[config.mk]
export PLATFORM = sky130hd
export DESIGN_NAME = pt_walker
export DESIGN_NICKNAME = d
export VERILOG_FILES = /design/src/rtl/pt_walk_pkg.sv /design/src/rtl/va_screen.sv /design/src/rtl/pte_eval.sv /design/src/rtl/pt_walker.sv
export SDC_FILE = /design/constraint.sdc
export NUM_CORES = 1
export LEC_CHECK = 0
export ABC_CLOCK_PERIOD_IN_PS = 8400
export BUFFER_PORTS_ARGS = -buffer_cell sky130_fd_sc_hd__buf_2
export CAP_MARGIN = 20
export CORE_ASPECT_RATIO = 1.5
export CORE_MARGIN = 3
export CORE_UTILIZATION = 50
export DETAILED_ROUTE_END_ITERATION = 7
export PLACE_DENSITY = 0.81
export SLEW_MARGIN = 40
export SYNTH_ARGS = -nofsm -noshare
export SYNTH_HDL_FRONTEND = slang
export SYNTH_SLANG_ARGS = --single-unit
[constraint.sdc]
create_clock -name clk -period 8.4 [get_ports clk]
set_clock_uncertainty 0.15 [all_clocks]
set_input_delay 0.42 -clock clk [delete_from_list [all_inputs] [get_ports clk]]
set_output_delay 0.42 -clock clk [all_outputs]
set_load 0.02 [all_outputs]
[src/rtl/pt_walk_pkg.sv]
package pt_walk_pkg;

    localparam int unsigned LEVELS   = 3;
    localparam int unsigned IDX_BITS = 10;
    localparam int unsigned ENT_SH   = 3;
    localparam int unsigned MODE_W   = 2;
    localparam int unsigned MODES    = 1 << MODE_W;
    localparam int unsigned ACC_W    = 3;

    localparam int unsigned ACC_RD = 0;
    localparam int unsigned ACC_WR = 1;
    localparam int unsigned ACC_EX = 2;

    localparam int unsigned WIN_SEL_LO = 41;
    localparam int unsigned WIN_KEEP   = 40;
    localparam int unsigned WIN_MOVE   = 43;

    typedef enum logic [2:0] {
        FLT_TNV  = 3'd0,
        FLT_ACV  = 3'd1,
        FLT_FOR  = 3'd2,
        FLT_FOE  = 3'd3,
        FLT_FOW  = 3'd4,
        FLT_NONE = 3'd7
    } fault_e;

    typedef enum logic {
        ST_IDLE,
        ST_WALK
    } walk_state_e;

    typedef struct packed {
        logic [3:0] flags;
        logic [MODES-1:0] rd_en;
        logic [MODES-1:0] wr_en;
    } pte_bits_t;

    function automatic logic [63:0] entry_addr(input logic [63:0] base,
                                               input logic [63:0] vaddr,
                                               input int unsigned lvl,
                                               input int unsigned pb);
        logic [63:0] sh;
        sh = vaddr >> (pb + IDX_BITS * (LEVELS - 1 - lvl));
        return base + {{(64 - IDX_BITS - ENT_SH){1'b0}}, sh[IDX_BITS-1:0], {ENT_SH{1'b0}}};
    endfunction

    function automatic logic [63:0] frame_base(input logic [31:0] frame,
                                               input int unsigned pb);
        logic [63:0] f;
        f = {32'b0, frame};
        return f << pb;
    endfunction

endpackage

[src/rtl/va_screen.sv]
module va_screen
    import pt_walk_pkg::*;
#(
    parameter int unsigned IMPL_BITS = 43
) (
    input  logic [63:0]       va,
    input  logic [MODE_W-1:0] mode,
    output logic              early,
    output fault_e            fault,
    output logic [63:0]       pa,
    output logic [ACC_W-1:0]  prot
);
    localparam int unsigned HI_W = 64 - IMPL_BITS;

    logic [HI_W-1:0] hi;
    logic            canon;
    logic            in_win;

    assign hi     = va[63:IMPL_BITS];
    assign canon  = (&hi) | ~(|hi);
    assign in_win = va[63] && (va[WIN_SEL_LO+1:WIN_SEL_LO] == 2'b10);

    always_comb begin
        early = 1'b0;
        fault = FLT_ACV;
        pa    = '0;
        prot  = '0;
        if (!canon) begin
            early = 1'b1;
        end else if (in_win) begin
            early = 1'b1;
            if (mode == '0) begin
                fault            = FLT_NONE;
                pa[WIN_KEEP-1:0] = va[WIN_KEEP-1:0];
                pa[WIN_MOVE]     = va[WIN_KEEP];
                prot             = '1;
            end
        end
    end

endmodule

[src/rtl/pte_eval.sv]
module pte_eval
    import pt_walk_pkg::*;
(
    input  pte_bits_t         pte,
    input  logic              leaf,
    input  logic [MODE_W-1:0] mode,
    input  logic [ACC_W-1:0]  need,
    output logic              ok,
    output fault_e            fault,
    output logic [ACC_W-1:0]  prot
);
    logic [ACC_W-1:0] granted;
    logic [ACC_W-1:0] remain;
    logic             want_any;

    always_comb begin
        granted         = '0;
        granted[ACC_RD] = pte.rd_en[mode];
        granted[ACC_EX] = pte.rd_en[mode];
        granted[ACC_WR] = pte.wr_en[mode];
    end

    assign remain   = granted & ~pte.flags[3:1];
    assign want_any = |need;

    always_comb begin
        ok    = 1'b1;
        fault = FLT_NONE;
        prot  = '0;
        if (!pte.flags[0]) begin
            ok    = 1'b0;
            fault = FLT_TNV;
        end else if (!leaf) begin
            if (!pte.rd_en[0]) begin
                ok    = 1'b0;
                fault = FLT_ACV;
            end
        end else if (want_any && ((granted & need) == '0)) begin
            ok    = 1'b0;
            fault = FLT_ACV;
        end else if (want_any && ((remain & need) == '0)) begin
            ok = 1'b0;
            if (need[ACC_EX])      fault = FLT_FOE;
            else if (need[ACC_WR]) fault = FLT_FOW;
            else                   fault = FLT_FOR;
        end else begin
            prot = remain;
        end
    end

endmodule

[src/rtl/pt_walker.sv]
module pt_walker
    import pt_walk_pkg::*;
#(
    parameter int unsigned PAGE_BITS = 13,
    parameter int unsigned IMPL_BITS = 43
) (
    input  logic        clk,
    input  logic        rst,
    input  logic        start,
    input  logic [63:0] va,
    input  logic [1:0]  mode,
    input  logic [2:0]  need,
    input  logic [63:0] ptbr,
    output logic        mem_req,
    output logic [63:0] mem_addr,
    input  logic        mem_rvalid,
    input  logic [63:0] mem_rdata,
    output logic        done,
    output logic [2:0]  fault,
    output logic [63:0] pa,
    output logic [2:0]  prot
);
    localparam int unsigned LVL_W = $clog2(LEVELS);
    localparam logic [LVL_W-1:0] LAST_LVL = LVL_W'(LEVELS - 1);

    walk_state_e       state;
    logic [LVL_W-1:0]  level;
    logic [63:0]       va_q;
    logic [MODE_W-1:0] mode_q;
    logic [ACC_W-1:0]  need_q;

    logic              scr_early;
    fault_e            scr_fault;
    logic [63:0]       scr_pa;
    logic [ACC_W-1:0]  scr_prot;

    pte_bits_t         ent;
    logic              ev_ok;
    fault_e            ev_fault;
    logic [ACC_W-1:0]  ev_prot;
    logic [63:0]       nxt_base;
    logic [63:0]       page_off;
    logic              unused_rdata;

    assign ent.flags = mem_rdata[3:0];
    assign ent.rd_en = mem_rdata[8 +: MODES];
    assign ent.wr_en = mem_rdata[12 +: MODES];
    assign nxt_base  = frame_base(mem_rdata[63:32], PAGE_BITS);
    assign page_off  = {{(64 - PAGE_BITS){1'b0}}, va_q[PAGE_BITS-1:0]};
    assign unused_rdata = ^{mem_rdata[31:16], mem_rdata[7:4]};

    va_screen #(.IMPL_BITS(IMPL_BITS)) u_screen (
        .va    (va),
        .mode  (mode),
        .early (scr_early),
        .fault (scr_fault),
        .pa    (scr_pa),
        .prot  (scr_prot)
    );

    pte_eval u_eval (
        .pte   (ent),
        .leaf  (level == LAST_LVL),
        .mode  (mode_q),
        .need  (need_q),
        .ok    (ev_ok),
        .fault (ev_fault),
        .prot  (ev_prot)
    );

    always_ff @(posedge clk) begin
        if (rst) begin
            state    <= ST_IDLE;
            level    <= '0;
            va_q     <= '0;
            mode_q   <= '0;
            need_q   <= '0;
            mem_req  <= 1'b0;
            mem_addr <= '0;
            done     <= 1'b0;
            fault    <= 3'd0;
            pa       <= '0;
            prot     <= '0;
        end else begin
            done <= 1'b0;
            case (state)
                ST_IDLE: begin
                    if (start) begin
                        va_q   <= va;
                        mode_q <= mode;
                        need_q <= need;
                        if (scr_early) begin
                            done  <= 1'b1;
                            fault <= scr_fault;
                            pa    <= scr_pa;
                            prot  <= scr_prot;
                        end else begin
                            state    <= ST_WALK;
                            level    <= '0;
                            mem_req  <= 1'b1;
                            mem_addr <= entry_addr(ptbr, va, 0, PAGE_BITS);
                        end
                    end
                end
                ST_WALK: begin
                    if (mem_rvalid) begin
                        if (!ev_ok || level == LAST_LVL) begin
                            state   <= ST_IDLE;
                            mem_req <= 1'b0;
                            done    <= 1'b1;
                            fault   <= ev_fault;
                            if (ev_ok) begin
                                pa   <= nxt_base | page_off;
                                prot <= ev_prot;
                            end else begin
                                pa   <= '0;
                                prot <= '0;
                            end
                        end else begin
                            level    <= level + 1'b1;
                            mem_addr <= entry_addr(nxt_base, va_q, int'(level) + 1, PAGE_BITS);
                        end
                    end
                end
                default: state <= ST_IDLE;
            endcase
        end
    end

endmodule

After elaboration in Yosys (flattened, before gate mapping) --
Index checks and enable logic that the tools add are counted.
Word-level totals: output and inout bits 136, word-level logic and storage cells 127, register bits 208
Cells by class: equal/unequal tests 8, order comparisons 1, add/subtract/negate cells 6, bitwise operators 8, multiplexer cells 76, reduce and logical (&&, ||, !) cells 15, shift operators 1, multiply operators 1
Operators with widths (number):
- 64-bit two-way mux | 8
- 64-bit case mux with 2 select lines | 2
- 40-bit two-way mux | 3
- 3-bit two-way mux | 26
- 64-bit by 13-bit adder with 64-bit output | 1
- 64-bit by 32-bit >> shifter with 10-bit output | 1
- 45-bit by 13-bit adder with 46-bit output | 1
- 45-bit two-way mux | 1
- 45-bit by 13-bit OR with 45-bit output | 1
- 4-bit by 32-bit adder with 32-bit output (first input constant) | 1
- 3-bit by 32-bit multiplier with 31-bit output (first input constant) | 1
- 1-bit two-way mux | 24
- 21-bit AND reduction | 1
- 21-bit OR reduction | 1
- 3-bit case mux with 2 select lines | 2
- 4-bit AND reduction | 3
- 2-bit inequality test (second input constant) | 5
- 3-bit bitwise AND | 3
- 2-bit two-way mux | 4
- 3-bit logical NOT | 2
- 1-bit case mux with 2 select lines | 3
- 1-bit binary-select mux with 2-bit select | 2
- 2-bit == test (second input constant) | 2
- 2-bit case mux with 2 select lines | 1
- other kinds (14) | 17

Logic depth before layout (Yosys ltp) --
Gate-level depths: netlist of run 1.
depth after elaboration 15, mapped depth 12, depth with buffers taken out 9

Cells and area by module --
Synthesis of run 1 repeated with hierarchy kept, for this count alone.
Second synthesis, totals: cells, all modules 1301, area total of the unflattened synthesis 10222.3 µm²
Modules (own cells, without submodules):
- pt_walker | instances 1, sequential area each 3623.5 µm², area an instance 9297.7 µm², cells an instance 1168
- va_screen | instances 1, sequential area each 0.0 µm², area an instance 628.1 µm², cells an instance 94
- pte_eval | instances 1, sequential area each 0.0 µm², area an instance 296.5 µm², cells an instance 39

Worst setup path after synthesis of run 1 --
OpenSTA, ideal clock, no wires.
kind register -> register, start point reg level[0], end point reg pa[10], path buffers 4, cell stages (with the launch flop) 13, setup slack 5.375 ns, clock period less this slack 3.025 ns, arrival time 2.797 ns, path through dfxtp_1 clkbuf_1 buf_1 inv_1 ha_1 o21ai_0 nor3_1 a21oi_2 nor2b_1 buf_2 clkbuf_1 nor2_1 nor3_1
Between the ends: longest elaborated chain between the ends 7, elaborated cells on any way between the ends 11
RTL lines:
- from (decl) | RTL line pt_walker.sv:27 | logic [LVL_W-1:0] level;
- from (signal assigned) | RTL line pt_walker.sv:120 | level <= level + 1'b1;
- 2-bit == test * | RTL line pt_walker.sv:63, pt_walker.sv:107
- 1-bit two-way mux | RTL line pte_eval.sv:33 | end else if (!leaf) begin
- 1-bit two-way mux | RTL line pte_eval.sv:30 | if (!pte.flags[0]) begin
- 45-bit two-way mux or 1-bit logical NOT (tied branches) | RTL line pt_walker.sv:112, pt_walker.sv:107
- 64-bit two-way mux or 1-bit logical OR (tied branches) | RTL line pt_walker.sv:107 | if (!ev_ok || level == LAST_LVL) begin
- 64-bit two-way mux or 2-bit by 1-bit inequality test with 1-bit output (tied branches)
- 64-bit case mux with 2 select lines or 4-bit AND reduction (tied branches)
- to (signal assigned) | RTL line pt_walker.sv:95 | pa <= scr_pa;
- to (signal assigned) | RTL line pt_walker.sv:113 | pa <= nxt_base | page_off;
- to (decl) | RTL line pt_walker.sv:20 | output logic [63:0] pa,
Mark *: on every way between the ends. The rest lies on a longest branch, timed or not. The select of a mux whose other input is x is not followed. A chain may end at the register's enable or synchronous reset.

Final worst setup path of run 1 --
start point reg level[0], end point reg mem_addr[43]
Between the ends: longest elaborated chain between the ends 9, elaborated cells on any way between the ends 16
RTL lines:
- 2-bit by 1-bit adder with 3-bit output | RTL line pt_walker.sv:121 | mem_addr <= entry_addr(nxt_base, va_q, int'(level) + 1, PAGE_BITS);
- 2-bit by 3-bit subtractor with 4-bit output | RTL line pt_walk_pkg.sv:43 | sh = vaddr >> (pb + IDX_BITS * (LEVELS - 1 - lvl));
- 3-bit by 32-bit multiplier with 31-bit output | RTL line pt_walk_pkg.sv:43
- 4-bit by 32-bit adder with 32-bit output | RTL line pt_walk_pkg.sv:43
- 64-bit by 32-bit >> shifter with 10-bit output | RTL line pt_walk_pkg.sv:43
- 45-bit by 13-bit adder with 46-bit output | RTL line pt_walk_pkg.sv:44 | return base + {{(64 - IDX_BITS - ENT_SH){1'b0}}, sh[IDX_BITS-1:0], {ENT_SH{1'b0}}};
- 64-bit two-way mux | RTL line pt_walker.sv:107
- 64-bit two-way mux | RTL line pt_walker.sv:106 | if (mem_rvalid) begin
- 64-bit case mux with 2 select lines | RTL line pt_walker.sv:86 | case (state)
- to (signal assigned) | RTL line pt_walker.sv:101 | mem_addr <= entry_addr(ptbr, va, 0, PAGE_BITS);
- to (signal assigned) | RTL line pt_walker.sv:121
- to (decl) | RTL line pt_walker.sv:15 | output logic [63:0] mem_addr,
Parallel ways exist; a longest one is shown, timed or not. The select of a mux whose other input is x is not followed.

==> impl_metrics.toml, run 1 <==
[timing]
rsz0062_at_grt = "no"
fin_crit_ps = 3928
setup_tns_ps = 0
setup_violations = 0
finalCritPeriodShare_pct = 46.76
maxSlewViolCount = 0
hold_viol_final = 0
worst_pin_slew_ps = 853.5
layout_setup_ws_ps = 4472
timing.slew.headroom_pct = 42.75
fmax_mhz = 254.6

[logic_synthesis]
synth_area_per_cell_um2 = 8.245
async_flop_share_pct = 0
synth_ff_type = "dfxtp_1"
yosys.area.top_type_share_pct = 36.06
ys_seq_elements = 162
synth_top_area_cell = "dfxtp_1"
syn-instance-count = 1091
yosysMostFrequentCell = "dfxtp_1"
synth_seq_area_share_pct = 36.06
synth_cell_types = 72
synth_warnings = 0
syn_area_mm2 = 0.008995
synth_commonest_cells = "162 x dfxtp_1, 153 x nand2_1, 98 x a21oi_1"
synth_edf_count = 0
synthTopCellsByArea = "dfxtp_1 36%, nand2_1 6.4%, a21oi_1 5.5%"

[clocking]
cts_buffer_depth = 2
cts_sinks = 162
cts_buffers = 17
cts.clk_slew.worst_paths_ps = 60
post_cts_resized = 0
hold_buffers = 0
cts_tree = "done"
worstSkewPairLatency_ps = 430
post_cts_buffers = 0
clockRootBuffer = "clkbuf_16"
htreeDepth = 4

[route]
route.detailed.wl_per_inst_um = 19.90
num_vias = 9278
wl_mm = 30.87
first_pass_iters = 6
drc = 0
ant_nets = 0
first_iter_violations = 750
via_per_inst = 5.982

[setup_path]
reg2reg_slack_ps = 4470
path_class = "reg -> reg"
worst_ep_arrival_time_ps = 4060
cp-start-kind = "flip-flop"
crit_fanout = 29
worst_ep_required_time_ps = 8540
worst_setup_path_end_kind = "flip-flop"

[floorplan]
rows = 59
ios = 337
fp.dieH_um = 170.3
die-area_mm2 = 0.01967
die_width_um = 115.5
initial_core_util_pct = 51.41
core_area_mm2 = 0.01750

[global_route]
overflow = 0
grt_pass1_vias = 8755
antenna_found_initial = 2
grt_pass1_wl_mm = 46.75
track_usage_pct = 30.71
grt_max_degree = 106

[layout]
drive_gt1_share_pct = 28.67
fin_nets = 1539
ff_latch_area_mm2 = 0.003246
final_core_util_pct = 62.92
multiInputGateArea_mm2 = 0.005256
area_growth_pct = 22.38
fillCellCount = 1548

[power]
ir_worst_vdd_v = 0.0001070
p_leak_nw = 4.513
power_density_mw_per_mm2 = 170.9

[job]
drv_cap = 0

[placed_design]
gp_congestion = 0.9420
dp_hpwl_mm = 22.88
port_buffers = 297
dp_slack_ps = 4480

[status]
status = "completed"

[hold_path]
hold_path_class = "in -> reg"
critical path, cell delays in order (launching register included):
cell      delay [ps]
dfxtp_1          300
buf_4            350
inv_1            110
ha_1             330
o21ai_0          370
nor3_1           110
a21oi_2          360
or2_2            480
buf_4            410
or3_1            600
o211ai_1         190
metrics by stage:
stage	cell area [µm²]	total power [mW]	std cells	hold WS, ps
3_5_place_dp	10390	1.075	1518	290.4
6_report	11010	1.881	1551	77.56
4_1_cts	11000	1.887	1549	66.52
3_3_place_gp	10360	1.070	1518	285.0
5_1_grt	11010	1.949	1551	77.16
2_1_floorplan	9062	0.9704	1109	283.1
final timing paths:
kind,from,to,cells past startpoint
worst min-delay path,need[2],need_q[2]$_SDFFE_PP0P_,3
worst min register to register,pa[44]$_SDFFE_PP0P_,pa[44]$_SDFFE_PP0P_,2
worst max register to register,level[0]$_SDFFE_PP0P_,mem_addr[43]$_SDFFE_PP0P_,10
worst max-delay path,level[0]$_SDFFE_PP0P_,mem_addr[43]$_SDFFE_PP0P_,10
report_power, final:
group	internal (mW)	leakage (nW)	switching [mW]	total, mW
Sequential	0.791	1.32	0.0186	0.810
Combinational	0.0982	2.90	0.154	0.253
Clock	0.504	0.286	0.315	0.819
Total	1.39	4.51	0.488	1.88
layout by cell type, fill, tap and decap left out, types with 13 or more instances in the layout:
master / Yosys / final
buf_2: 17 / 296
dfxtp_1: 162 / 160
nand2_1: 153 / 153
a21oi_1: 98 / 98
nor2_1: 94 / 92
nor3_1: 64 / 64
xor2_1: 40 / 40
nand3_1: 35 / 35
a221oi_1: 35 / 35
o211ai_1: 27 / 27
nand2b_1: 27 / 26
a211oi_1: 19 / 19
conb_1: 1 / 19
clkbuf_16: 0 / 17
mux4_2: 16 / 16
xnor2_1: 15 / 15
mux2i_1: 14 / 14
inv_1: 14 / 13
nand4_1: 13 / 13
ha_1: 13 / 13
per-layer routing:
| layer | track usage, % | vias up | part of all wire (%) |
|---|---|---|---|
| li1 | - | 4352 | - |
| met1 | 34.15 | 4375 | 37 |
| met2 | 54.71 | 460 | 51 |
| met3 | 5.905 | 91 | 7.2 |
| met4 | 15.88 | 0 | 5.1 |
| met5 | 0 | - | 0 |
sequential cells by signal, summed over array words and instances (netlist names):
signal and flops:
mem_addr 64, pa 45, va_q 37, fault 3
need_q 3, prot 3, level 2, mode_q 2
done 1, mem_req 1, state 1
kinds of logic (layout without fill, tap and decap cells):
| group | Yosys count | count (layout) | share of synthesized area [%] |
|---|---|---|---|
| fa+ha+maj | 14 | 14 | 2.031 |
| compound gates | 252 | 252 | 19.92 |
| other cells | 1 | 21 | 0.04169 |
| mux | 31 | 31 | 5.689 |
| xor+xnor | 55 | 55 | 5.355 |
| flops | 162 | 162 | 36.06 |
| simple gates | 451 | 451 | 24.16 |
| buf+inv | 125 | 352 | 6.746 |
cell type report:
class                           count  area share [%]
Tap cell                          213           2.421
Timing Repair Buffer              307           14.28
Multi-Input combinational cell    822           47.75
Inverter                           14          0.4774
Clock buffer                       22           4.126
Antenna cell                        2         0.04546
Sequential cell                   162           29.48
Clock inverter                      9           1.421
Note: power is estimated with default switching activity, not from simulation.
==> run 2, diff against run 1 <==
- ABC_CLOCK_PERIOD_IN_PS: 8400 -> 3460
- CORE_UTILIZATION: 50 -> 45
- PLACE_DENSITY: 0.81 -> 0.77
- clock period: 8.4 -> 3.46 ns (I/O delays scaled with it)
==> run 2 against run 1 <==
Effect of this change:
- wire length is 12% higher
- utilization down 0.28 points
- clock-buffer cell count grew 1
- via count rose by 7.7%
- final cell count increased by 10%
- global-route usage down 0.24 points
- sequential power up 140%
- sequential share of layout area is 2.8 points lower
- combinational power rose to 2.9 times the previous value
- total power rose by 140%
- clock power up 120%
- flip-flop and latch count unchanged
- highest routed layer is now met5
==> impl_metrics.toml, run 2 (synthesized netlist as in run 1, its figures left out) <==
[placed_design]
gp_congestion = 0.9308
place_area_mm2 = 0.01051
port_buffers = 297
dp_hpwl_mm = 24.11

[setup_path]
slowest_delay_ps = 580
worst_ep_arrival_time_ps = 3430
worst_ep_required_time_ps = 3590
cp-start-kind = "primary input"
crit_chain = "dlygate4sd3_1 > buf_2 > fa_2 > a211oi_2 > o21bai_1 > a2bb2oi_2 > buf_6 > and4b_2 > nand3_1 > xor2_1 > dlygate4sd3_1 > o2bb2ai_1"
cp_slowest_cell = "dlygate4sd3_1"
path_class = "in -> reg"
crit_top_cell = "dlygate4sd3_1"
crit_fanout = 13
worst_setup_path_end_kind = "flip-flop"

[route]
drc = 0
route.detailed.wl_per_inst_um = 20.17
wl_mm = 34.42
ant_nets = 0
num_vias = 9994
first_iter_violations = 737
first_pass_iters = 5
via_per_inst = 5.855

[power]
ir_worst_vdd_v = 0.0002737
switchingPower_mw = 1.249
p_leak_nw = 4.986
clkPwrFrac_pct = 40.1
power.share.combinational_pct = 16.2
power_density_mw_per_mm2 = 369.8
p_seq_share_pct = 43.8
p_int_mw = 3.242
swShare_pct = 27.82

[clocking]
cts_buffers = 17
clockRootBuffer = "clkbuf_16"
worstSkewPairLatency_ps = 430
htreeDepth = 4
cts_sinks = 162
cts.clk_slew.worst_paths_ps = 70
cts_buffer_depth = 2
cts_tree = "done"

[global_route]
overflow = 0
grt_pass1_wl_mm = 51.34
grt_max_degree = 123
grt_pass1_vias = 9570
antenna_found_initial = 3
track_usage_pct = 30.46

[timing]
fmax_mhz = 303.4
hold_ws_ps = 15.60
maxSlewViolCount = 0
setup_tns_ps = 0
timing.slew.headroom_pct = 47.63
finalCritPeriodShare_pct = 95.25
hold_viol_final = 0
worst_pin_slew_ps = 785.6
fin_crit_ps = 3296
setup_violations = 0
rsz0062_at_grt = "no"

[floorplan]
core_area_mm2 = 0.01939
die_width_um = 121.4
rows = 62
fp.dieH_um = 179.2
die-area_mm2 = 0.02176
ios = 337
initial_core_util_pct = 46.38

[layout]
final_area_mm2 = 0.01215
top_regs = "mem_addr: 64 flops, pa: 45 flops, va_q: 37 flops"
fin_nets = 1651
final_common_cell = "buf_2"
regMostFlops = "mem_addr"
area_growth_pct = 35.05
largest_reg_flops = 64
final_cell_mix = "296 x buf_2, 161 x dfxtp_1, 153 x nand2_1"
drive_gt1_share_pct = 27.54

[job]
drv_cap = 0

[hold_path]
hold_path_class = "in -> reg"

[status]
status = "completed"
-- run 2: cell count changes in the layout (fill, tap and decap cells not counted), sizes merged --
cell and change:
buf +8, bufinv -4, clkbuf +1, clkinv +2, clkinvlp -1, dlygate4sd3 +104, inv +3
-- run 2: layout make-up --
| type | count | area [µm²] |
|---|---|---|
| Fill cell | 1685 | 7246 |
| Multi-Input combinational cell | 822 | 5271 |
| Sequential cell | 162 | 3244 |
| Timing Repair Buffer | 419 | 2694 |
| Clock buffer | 23 | 488.0 |
| Tap cell | 256 | 320.3 |
| Clock inverter | 9 | 72.57 |
| Inverter | 14 | 52.55 |
| Antenna cell | 2 | 5.005 |
-- run 2: worst paths after layout --
path | from | to | slack (ps) | cells past startpoint
max | va[34] | mem_addr[57]$_SDFFE_PP0P_ | 160 | 12
min | ptbr[40] | mem_addr[40]$_SDFFE_PP0P_ | 20 | 4
max reg2reg | level[0]$_SDFFE_PP0P_ | state$_SDFF_PP0_ | 310 | 10
min reg2reg | mem_addr[21]$_SDFFE_PP0P_ | mem_addr[21]$_SDFFE_PP0P_ | 300 | 2
-- run 2: layer usage --
metal	vias up	wire (µm)	global-route usage [%]	part of all wire [%]
met2	565	17190	53.10	50
met4	2	2278	20.00	6.6
met3	146	2579	5.934	7.5
met1	4698	12360	33.35	36
met5	-	17	0	0.049
li1	4583	-	-	-
-- run 2: power by group through the flow --
stage | logic, mW | registers, mW | clock network (mW)
CTS | 0.704 | 1.96 | 1.83
global route | 0.780 | 1.97 | 1.91
floorplan | 0.330 | 2.03 | 0
detailed placement | 0.611 | 2.01 | 0
finish | 0.726 | 1.97 | 1.80
global placement | 0.604 | 2.00 | 0
-- run 2: worst max-delay path, delay by kind of cell --
family | cells | cell delay, ps
AO/OA/AOI/OAI | 4 | 690
XOR/XNOR | 1 | 180
adder cells (fa/ha/maj) | 1 | 440
buffers and inverters | 4 | 1510
AND/OR/NAND/NOR | 2 | 430
-- run 2: timing repair --
action,CTS,global route
hold endpoints to repair,115,0
buffers inserted,0,0
hold buffers,104,0
setup endpoints to repair,0,4
gates resized for setup,0,7
-- run 2: metrics by stage --
step | std cells | util (%) | worst slack [ps] | power [mW]
after detailed placement | 1569 | 54.19 | 427.5 | 2.616
after global placement | 1569 | 54.14 | 511.3 | 2.607
after CTS | 1705 | 62.45 | 72.54 | 4.495
final | 1707 | 62.64 | 164.4 | 4.492
after global routing | 1707 | 62.64 | 2.901 | 4.661
after floorplan | 1109 | - | 435.3 | 2.356
